### src/rtl/lps_pkg.sv
// Shared codes and the sequencer state type.
// Assumes a 2-bit power-state field; only the two extreme codes carry meaning.
package lps_pkg;
    localparam int PS_W = 2;
    localparam logic [PS_W-1:0] PS_FULL = 2'b00;
    localparam logic [PS_W-1:0] PS_DEEP = 2'b11;

    typedef enum logic [2:0] {
        ST_ACTIVE   = 3'd0,
        ST_GATE     = 3'd1,
        ST_DRAIN    = 3'd2,
        ST_LINK_REQ = 3'd3,
        ST_LOWPWR   = 3'd4,
        ST_EXIT     = 3'd5
    } seq_state_e;
endpackage

### src/rtl/lps_cmd_decode.sv
// Turns a power-state field write into enter and exit requests.
// Assumes the write strobe is one cycle wide; codes other than full/deep decode to nothing.
module lps_cmd_decode
    import lps_pkg::*;
(
    input  logic            pm_wr_en,
    input  logic [PS_W-1:0] pm_wr_code,
    output logic            enter_req,
    output logic            exit_req
);
    // Match the written code against the two meaningful values.
    always_comb begin
        enter_req = pm_wr_en && (pm_wr_code == PS_DEEP);
        exit_req  = pm_wr_en && (pm_wr_code == PS_FULL);
    end
endmodule

### src/rtl/lps_pend_ctr.sv
// Counts bus transactions issued but not yet acknowledged.
// Assumes the count never exceeds 2**CNT_W-1 and that no completion arrives at zero.
module lps_pend_ctr #(
    parameter int CNT_W = 8
) (
    input  logic             clk,
    input  logic             rst_n,
    input  logic             inc,
    input  logic             dec,
    output logic [CNT_W-1:0] count,
    output logic             zero
);
    logic [CNT_W-1:0] cnt_q, cnt_d;

    // Next count: a same-cycle issue and completion cancel out.
    always_comb begin
        case ({inc, dec})
            2'b10:   cnt_d = cnt_q + 1'b1;
            2'b01:   cnt_d = cnt_q - 1'b1;
            default: cnt_d = cnt_q;
        endcase
    end

    // Count register with synchronous reset.
    always_ff @(posedge clk) begin
        if (!rst_n) cnt_q <= '0;
        else        cnt_q <= cnt_d;
    end

    assign count = cnt_q;
    assign zero  = (cnt_q == '0);
endmodule

### src/rtl/lps_seq_fsm.sv
// Ordered entry/exit controller: gate, drain, clear decode, request L1, sleep, exit.
// Assumes 'drained' reflects the registered outstanding count and that the link
// acknowledge is meaningful only after the request is raised.
module lps_seq_fsm
    import lps_pkg::*;
(
    input  logic clk,
    input  logic rst_n,
    input  logic enter_req,
    input  logic exit_req,
    input  logic drained,
    input  logic link_ack,
    input  logic wake_any,
    input  logic rx_pending,
    output logic sched_gate,
    output logic decode_clr,
    output logic link_req,
    output logic downshift,
    output logic rx_flush,
    output logic rx_held,
    output logic in_lowpwr
);
    seq_state_e state_q, state_d;
    logic decode_clr_q, link_req_q, downshift_q, rx_held_q;
    logic entering, leaving, sleeping;

    // Next-state selection for the ordered sequence.
    always_comb begin
        state_d = state_q;
        case (state_q)
            ST_ACTIVE:   if (enter_req) state_d = ST_GATE;
            ST_GATE:     state_d = ST_DRAIN;
            ST_DRAIN:    if (drained) state_d = ST_LINK_REQ;
            ST_LINK_REQ: if (link_req_q && link_ack) state_d = ST_LOWPWR;
            ST_LOWPWR:   if (exit_req) state_d = ST_EXIT;
            ST_EXIT:     state_d = ST_ACTIVE;
            default:     state_d = ST_ACTIVE;
        endcase
    end

    // Transition qualifiers shared by the output registers.
    always_comb begin
        entering = (state_q == ST_ACTIVE) && enter_req;
        leaving  = (state_q == ST_LOWPWR) && exit_req;
        sleeping = (state_q != ST_ACTIVE) && (state_q != ST_EXIT);
    end

    // State register.
    always_ff @(posedge clk) begin
        if (!rst_n) state_q <= ST_ACTIVE;
        else        state_q <= state_d;
    end

    // One-cycle decode-clear pulse on the drain-complete transition.
    always_ff @(posedge clk) begin
        if (!rst_n) decode_clr_q <= 1'b0;
        else        decode_clr_q <= (state_q == ST_DRAIN) && drained;
    end

    // Link low-power request: raised after the decode clear, dropped on exit.
    always_ff @(posedge clk) begin
        if (!rst_n)                       link_req_q <= 1'b0;
        else if (leaving)                 link_req_q <= 1'b0;
        else if (state_q == ST_LINK_REQ)  link_req_q <= 1'b1;
    end

    // PHY downshift request: enables sampled once at entry, held until exit.
    always_ff @(posedge clk) begin
        if (!rst_n)        downshift_q <= 1'b0;
        else if (entering) downshift_q <= wake_any;
        else if (leaving)  downshift_q <= 1'b0;
    end

    // Held-receive flag: set while asleep, released after the flush cycle.
    always_ff @(posedge clk) begin
        if (!rst_n)                          rx_held_q <= 1'b0;
        else if (state_q == ST_EXIT)         rx_held_q <= 1'b0;
        else if (sleeping && rx_pending)     rx_held_q <= 1'b1;
    end

    // Moore outputs decoded from state and the registers above.
    always_comb begin
        sched_gate = sleeping;
        decode_clr = decode_clr_q;
        link_req   = link_req_q;
        downshift  = downshift_q;
        rx_held    = rx_held_q;
        rx_flush   = (state_q == ST_EXIT) && rx_held_q;
        in_lowpwr  = (state_q == ST_LOWPWR);
    end
endmodule

### src/rtl/lps_entry_seq.sv
// Top of the low-power entry sequencer: decodes power-state writes, tracks
// outstanding transactions and runs the ordered entry/exit controller.
// Assumes one power-state write per cycle at most and well-formed issue/done strobes.
module lps_entry_seq
    import lps_pkg::*;
#(
    parameter int CNT_W = 8
) (
    input  logic            clk,
    input  logic            rst_n,
    input  logic            pm_wr_en,
    input  logic [PS_W-1:0] pm_wr_code,
    input  logic            req_issue,
    input  logic            req_done,
    input  logic            link_l1_ack,
    input  logic            wake_en,
    input  logic            pme_en,
    input  logic            rx_pending,
    output logic            sched_gate,
    output logic            mem_en_clr,
    output logic            io_en_clr,
    output logic            link_l1_req,
    output logic            phy_downshift_req,
    output logic            rx_flush,
    output logic            rx_held,
    output logic            in_low_power
);
    logic             enter_req, exit_req;
    logic [CNT_W-1:0] pend_cnt;
    logic             pend_zero;
    logic             decode_clr;
    logic             wake_any;

    // Either wake path asks for the lower PHY speed.
    assign wake_any = wake_en | pme_en;

    lps_cmd_decode u_dec (
        .pm_wr_en   (pm_wr_en),
        .pm_wr_code (pm_wr_code),
        .enter_req  (enter_req),
        .exit_req   (exit_req)
    );

    lps_pend_ctr #(.CNT_W(CNT_W)) u_ctr (
        .clk   (clk),
        .rst_n (rst_n),
        .inc   (req_issue),
        .dec   (req_done),
        .count (pend_cnt),
        .zero  (pend_zero)
    );

    lps_seq_fsm u_fsm (
        .clk        (clk),
        .rst_n      (rst_n),
        .enter_req  (enter_req),
        .exit_req   (exit_req),
        .drained    (pend_zero),
        .link_ack   (link_l1_ack),
        .wake_any   (wake_any),
        .rx_pending (rx_pending),
        .sched_gate (sched_gate),
        .decode_clr (decode_clr),
        .link_req   (link_l1_req),
        .downshift  (phy_downshift_req),
        .rx_flush   (rx_flush),
        .rx_held    (rx_held),
        .in_lowpwr  (in_low_power)
    );

    // Both decode enables are cleared by the same pulse.
    assign mem_en_clr = decode_clr;
    assign io_en_clr  = decode_clr;
endmodule

### config.mk
export PLATFORM = sky130hd
export DESIGN_NAME = lps_entry_seq
export DESIGN_NICKNAME = d
export VERILOG_FILES = /design/src/rtl/lps_pkg.sv /design/src/rtl/lps_cmd_decode.sv /design/src/rtl/lps_pend_ctr.sv /design/src/rtl/lps_seq_fsm.sv /design/src/rtl/lps_entry_seq.sv
export SDC_FILE = /design/constraint.sdc
export NUM_CORES = 1
export LEC_CHECK = 0
export BUFFER_PORTS_ARGS = -buffer_cell sky130_fd_sc_hd__buf_2
export CORE_AREA = 2 2 46 70
export CTS_CLUSTER_DIAMETER = 100
export DETAILED_ROUTE_END_ITERATION = 8
export DIE_AREA = 0 0 48 72
export GPL_ROUTABILITY_DRIVEN = 0
export PLACE_DENSITY = 0.61
export SLEW_MARGIN = 40
export SYNTH_ARGS = -nofsm -noshare
export SYNTH_HDL_FRONTEND = slang
export SYNTH_SLANG_ARGS = --single-unit
export TNS_END_PERCENT = 5
### constraint.sdc
create_clock -name clk -period 2.6 [get_ports clk]
set_input_delay 0.52 -clock clk [delete_from_list [all_inputs] [get_ports clk]]
set_output_delay 0.52 -clock clk [all_outputs]
set_load 0.03 [all_outputs]
==> flow_metrics.env <==
export IMPL_status="finished clean"
export IMPL_cts_setup_buffers=0
export IMPL_drtPass1Iterations=4
export IMPL_synth_cell_types=49
export IMPL_cts_num_sinks=15
export IMPL_io_buffer_count=18
export IMPL_ys_ff_latch=15
export IMPL_finalHoldViolCount=0
export IMPL_hold_path_class="reg -> reg"
export IMPL_setup_tns_ns=0
export IMPL_overflow=0
export IMPL_syn2layout_area_growth_pct=10.2
export IMPL_clockBufferDepth=2
export IMPL_crit_required_ns=2.77
export IMPL_leakage_nw=0.495
export IMPL_finClkSkew_ns=0.000738
export IMPL_synth_cells=136
export IMPL_r2r_end="u_ctr.count[4]"
export IMPL_layout_common_cells="buf_2, dfxtp_1, nor2_1"
export IMPL_avgRoutedWirePerCell_um=12.5
export IMPL_hold_path_cell_count=2
export IMPL_p_per_area_mw_per_mm2=540
export IMPL_antenna_cells=0
export IMPL_slew_headroom=0.728
export IMPL_rows=24
export IMPL_die_x_um=48
export IMPL_maxSlewViolCount=0
export IMPL_synth_top_area_cell="dfxtp_1"
export IMPL_synth_area_per_cell_um2=8.04
export IMPL_ioPinCount=19
export IMPL_cpPeakStageDelay_ns=0.32
export IMPL_holdPathEnd="u_fsm.downshift"
export IMPL_core_mm2=0.00285
export IMPL_drtIter0Drc=11
export IMPL_hp_start="u_fsm.downshift"
export IMPL_cts_root_buf="clkbuf_8"
export IMPL_synth_top_cell_area_share=0.275
export IMPL_crit_reg2reg_launch="u_ctr.count[1]"
export IMPL_cts_tree="built"
export IMPL_cap_violations=0
export IMPL_track_usage=0.151
export IMPL_start_util=0.383
export IMPL_async_reset_ff_frac=0
export IMPL_grt_pass1_wl_mm=3.91
export IMPL_grt_max_degree=19
export IMPL_yosysWarnings=0
export IMPL_synth_seq_area_share=0.275
export IMPL_grt_pass1_vias=901
export IMPL_fin_crit_ns=2.09
export IMPL_rrSetupSlack_ns=0.63
export IMPL_final_nets=161
export IMPL_fmax_ghz=0.478
export IMPL_syn_area_mm2=0.00109
export IMPL_rr_worst_depth=7
export IMPL_startpoint_type="primary input"
export IMPL_final_common_cell="buf_2"
export IMPL_path_class="in -> reg"
export IMPL_cp_end_kind="flip-flop"
export IMPL_fin_hold_ws_ns=0.473
export IMPL_rsz0062_at_grt="false"
export IMPL_clk_pin_slew_ns=0.06
export IMPL_route_vias_total=1018
export IMPL_cts_resized=0
export IMPL_hpwlAfterDp_mm=1.69
export IMPL_cts_hold_buf=0
export IMPL_wl_mm=2.31
export IMPL_post_route_period_util=0.804
export IMPL_synth_edff_count=0
export IMPL_drive_gt1_frac=0.205
export IMPL_max_vdd_ir_drop_uv=220
export IMPL_ys_flop_type="dfxtp_1"
export IMPL_antenna_left=0
export IMPL_htreeDepth=1
export IMPL_antenna_found_initial=0
export IMPL_syn_num_nets=150
export IMPL_vias_per_cell=5.50
export IMPL_finalSetupViolations=0
export IMPL_cp_arrival_ns=2.27
export IMPL_ys_top_cells_by_area="dfxtp_1, a21oi_1, xor2_1"
export IMPL_cp_cell_sequence="buf_2, inv_1, ha_1, buf_4, and4b_2, a211oi_2, xor2_1, or3_1, a21oi_1"
export IMPL_die_y_um=72
export IMPL_insertion_delay_ns=0.24
export IMPL_crit_fanout=18
export IMPL_worst_slew_pin_slew_ns=0.408
export IMPL_design_die_area_mm2=0.00346
export IMPL_slowest_stage="a211oi_2"
export IMPL_route_detailed_drc=0
export IMPL_cts_buffers=3
==> synth_stat cells (2+ instances only) <==
cell	number
and2_1	2
nand2_1	10
mux2i_1	3
clkbuf_1	6
nor3b_1	3
o21ai_1	5
a21oi_1	10
nand3_1	5
xor2_1	5
inv_1	2
buf_4	2
dfxtp_1	15
ha_1	3
nand2b_1	4
buf_6	3
nand4_1	2
or3_1	5
o21a_1	3
nor4_1	2
nor2_1	11
o31ai_1	5
o21ai_0	3
==> power breakdown <==
part           switching (W)  internal [W]  total, W
Sequential         0.0000421      0.000251  0.000293
Combinational      0.0000962     0.0000769  0.000173
Clock              0.0000766      0.000108  0.000185
Total               0.000215      0.000436  0.000651
==> registers in the layout, indices dropped and copies added (netlist names) <==
name	flops
u_fsm.state_q	3
u_ctr.count	8
u_fsm.rx_held	1
u_fsm.link_req	1
u_fsm.decode_clr	1
u_fsm.downshift	1
==> kinds of logic after synthesis <==
logic type                 after synthesis  share of synthesized area
DFF                                     15                      0.275
AOI/OAI and AO/OA                       41                      0.263
xor gates and xnor gates                 6                     0.0481
and+or+nand+nor                         52                      0.269
buffers and inverters                   16                     0.0835
muxes                                    3                     0.0275
adders and majority gates                3                     0.0343
==> layout make-up <==
cell class | count | area (um^2)
clock buffer | 4 | 45.0
fill | 295 | 1650
inverter | 3 | 11.3
multi-input combinational | 105 | 702
sequential | 15 | 300
tap | 39 | 48.8
timing repair buffer | 19 | 97.6
==> layer usage <==
metal / GRT usage / wire [um] / vias to the layer above
li1: - / - / 510
met1: 0.199 / 1020 / 481
met2: 0.239 / 1180 / 25
met3: 0.0224 / 74 / 2
met4: 0.0631 / 23 / 0
met5: 0 / 0 / -
==> through the flow <==
step / setup WS, ns / std cells / util / total power [W] / area [um^2]
2_1_floorplan: 0.226 / 136 / - / 0.000437 / 1090
3_3_place_gp: 0.313 / 181 / 0.407 / 0.000464 / 1160
3_5_place_dp: 0.273 / 181 / 0.407 / 0.000470 / 1160
4_1_cts: 0.503 / 185 / 0.422 / 0.000660 / 1200
5_1_grt: 0.300 / 185 / 0.422 / 0.000698 / 1200
6_report: 0.508 / 185 / 0.422 / 0.000651 / 1200
==> worst max path at each step <==
stage / startpoint / to / slack [ns]
2_1_floorplan: req_issue / u_ctr.count[6] / 0.23
3_3_place_gp: req_issue / u_ctr.count[3] / 0.31
3_5_place_dp: req_issue / u_ctr.count[3] / 0.27
4_1_cts: req_issue / u_ctr.count[3] / 0.50
5_1_grt: req_issue / u_ctr.count[3] / 0.30
6_report: req_issue / u_ctr.count[3] / 0.51
==> critical path, delay by kind of cell <==
family	cells	cell delay, ns
XOR/XNOR	1	0.14
buffers and inverters	3	0.38
AND/OR/NAND/NOR	2	0.57
AO/OA/AOI/OAI	2	0.46
adder cells (fa/ha/maj)	1	0.19
(Power assumes the default switching activity.)
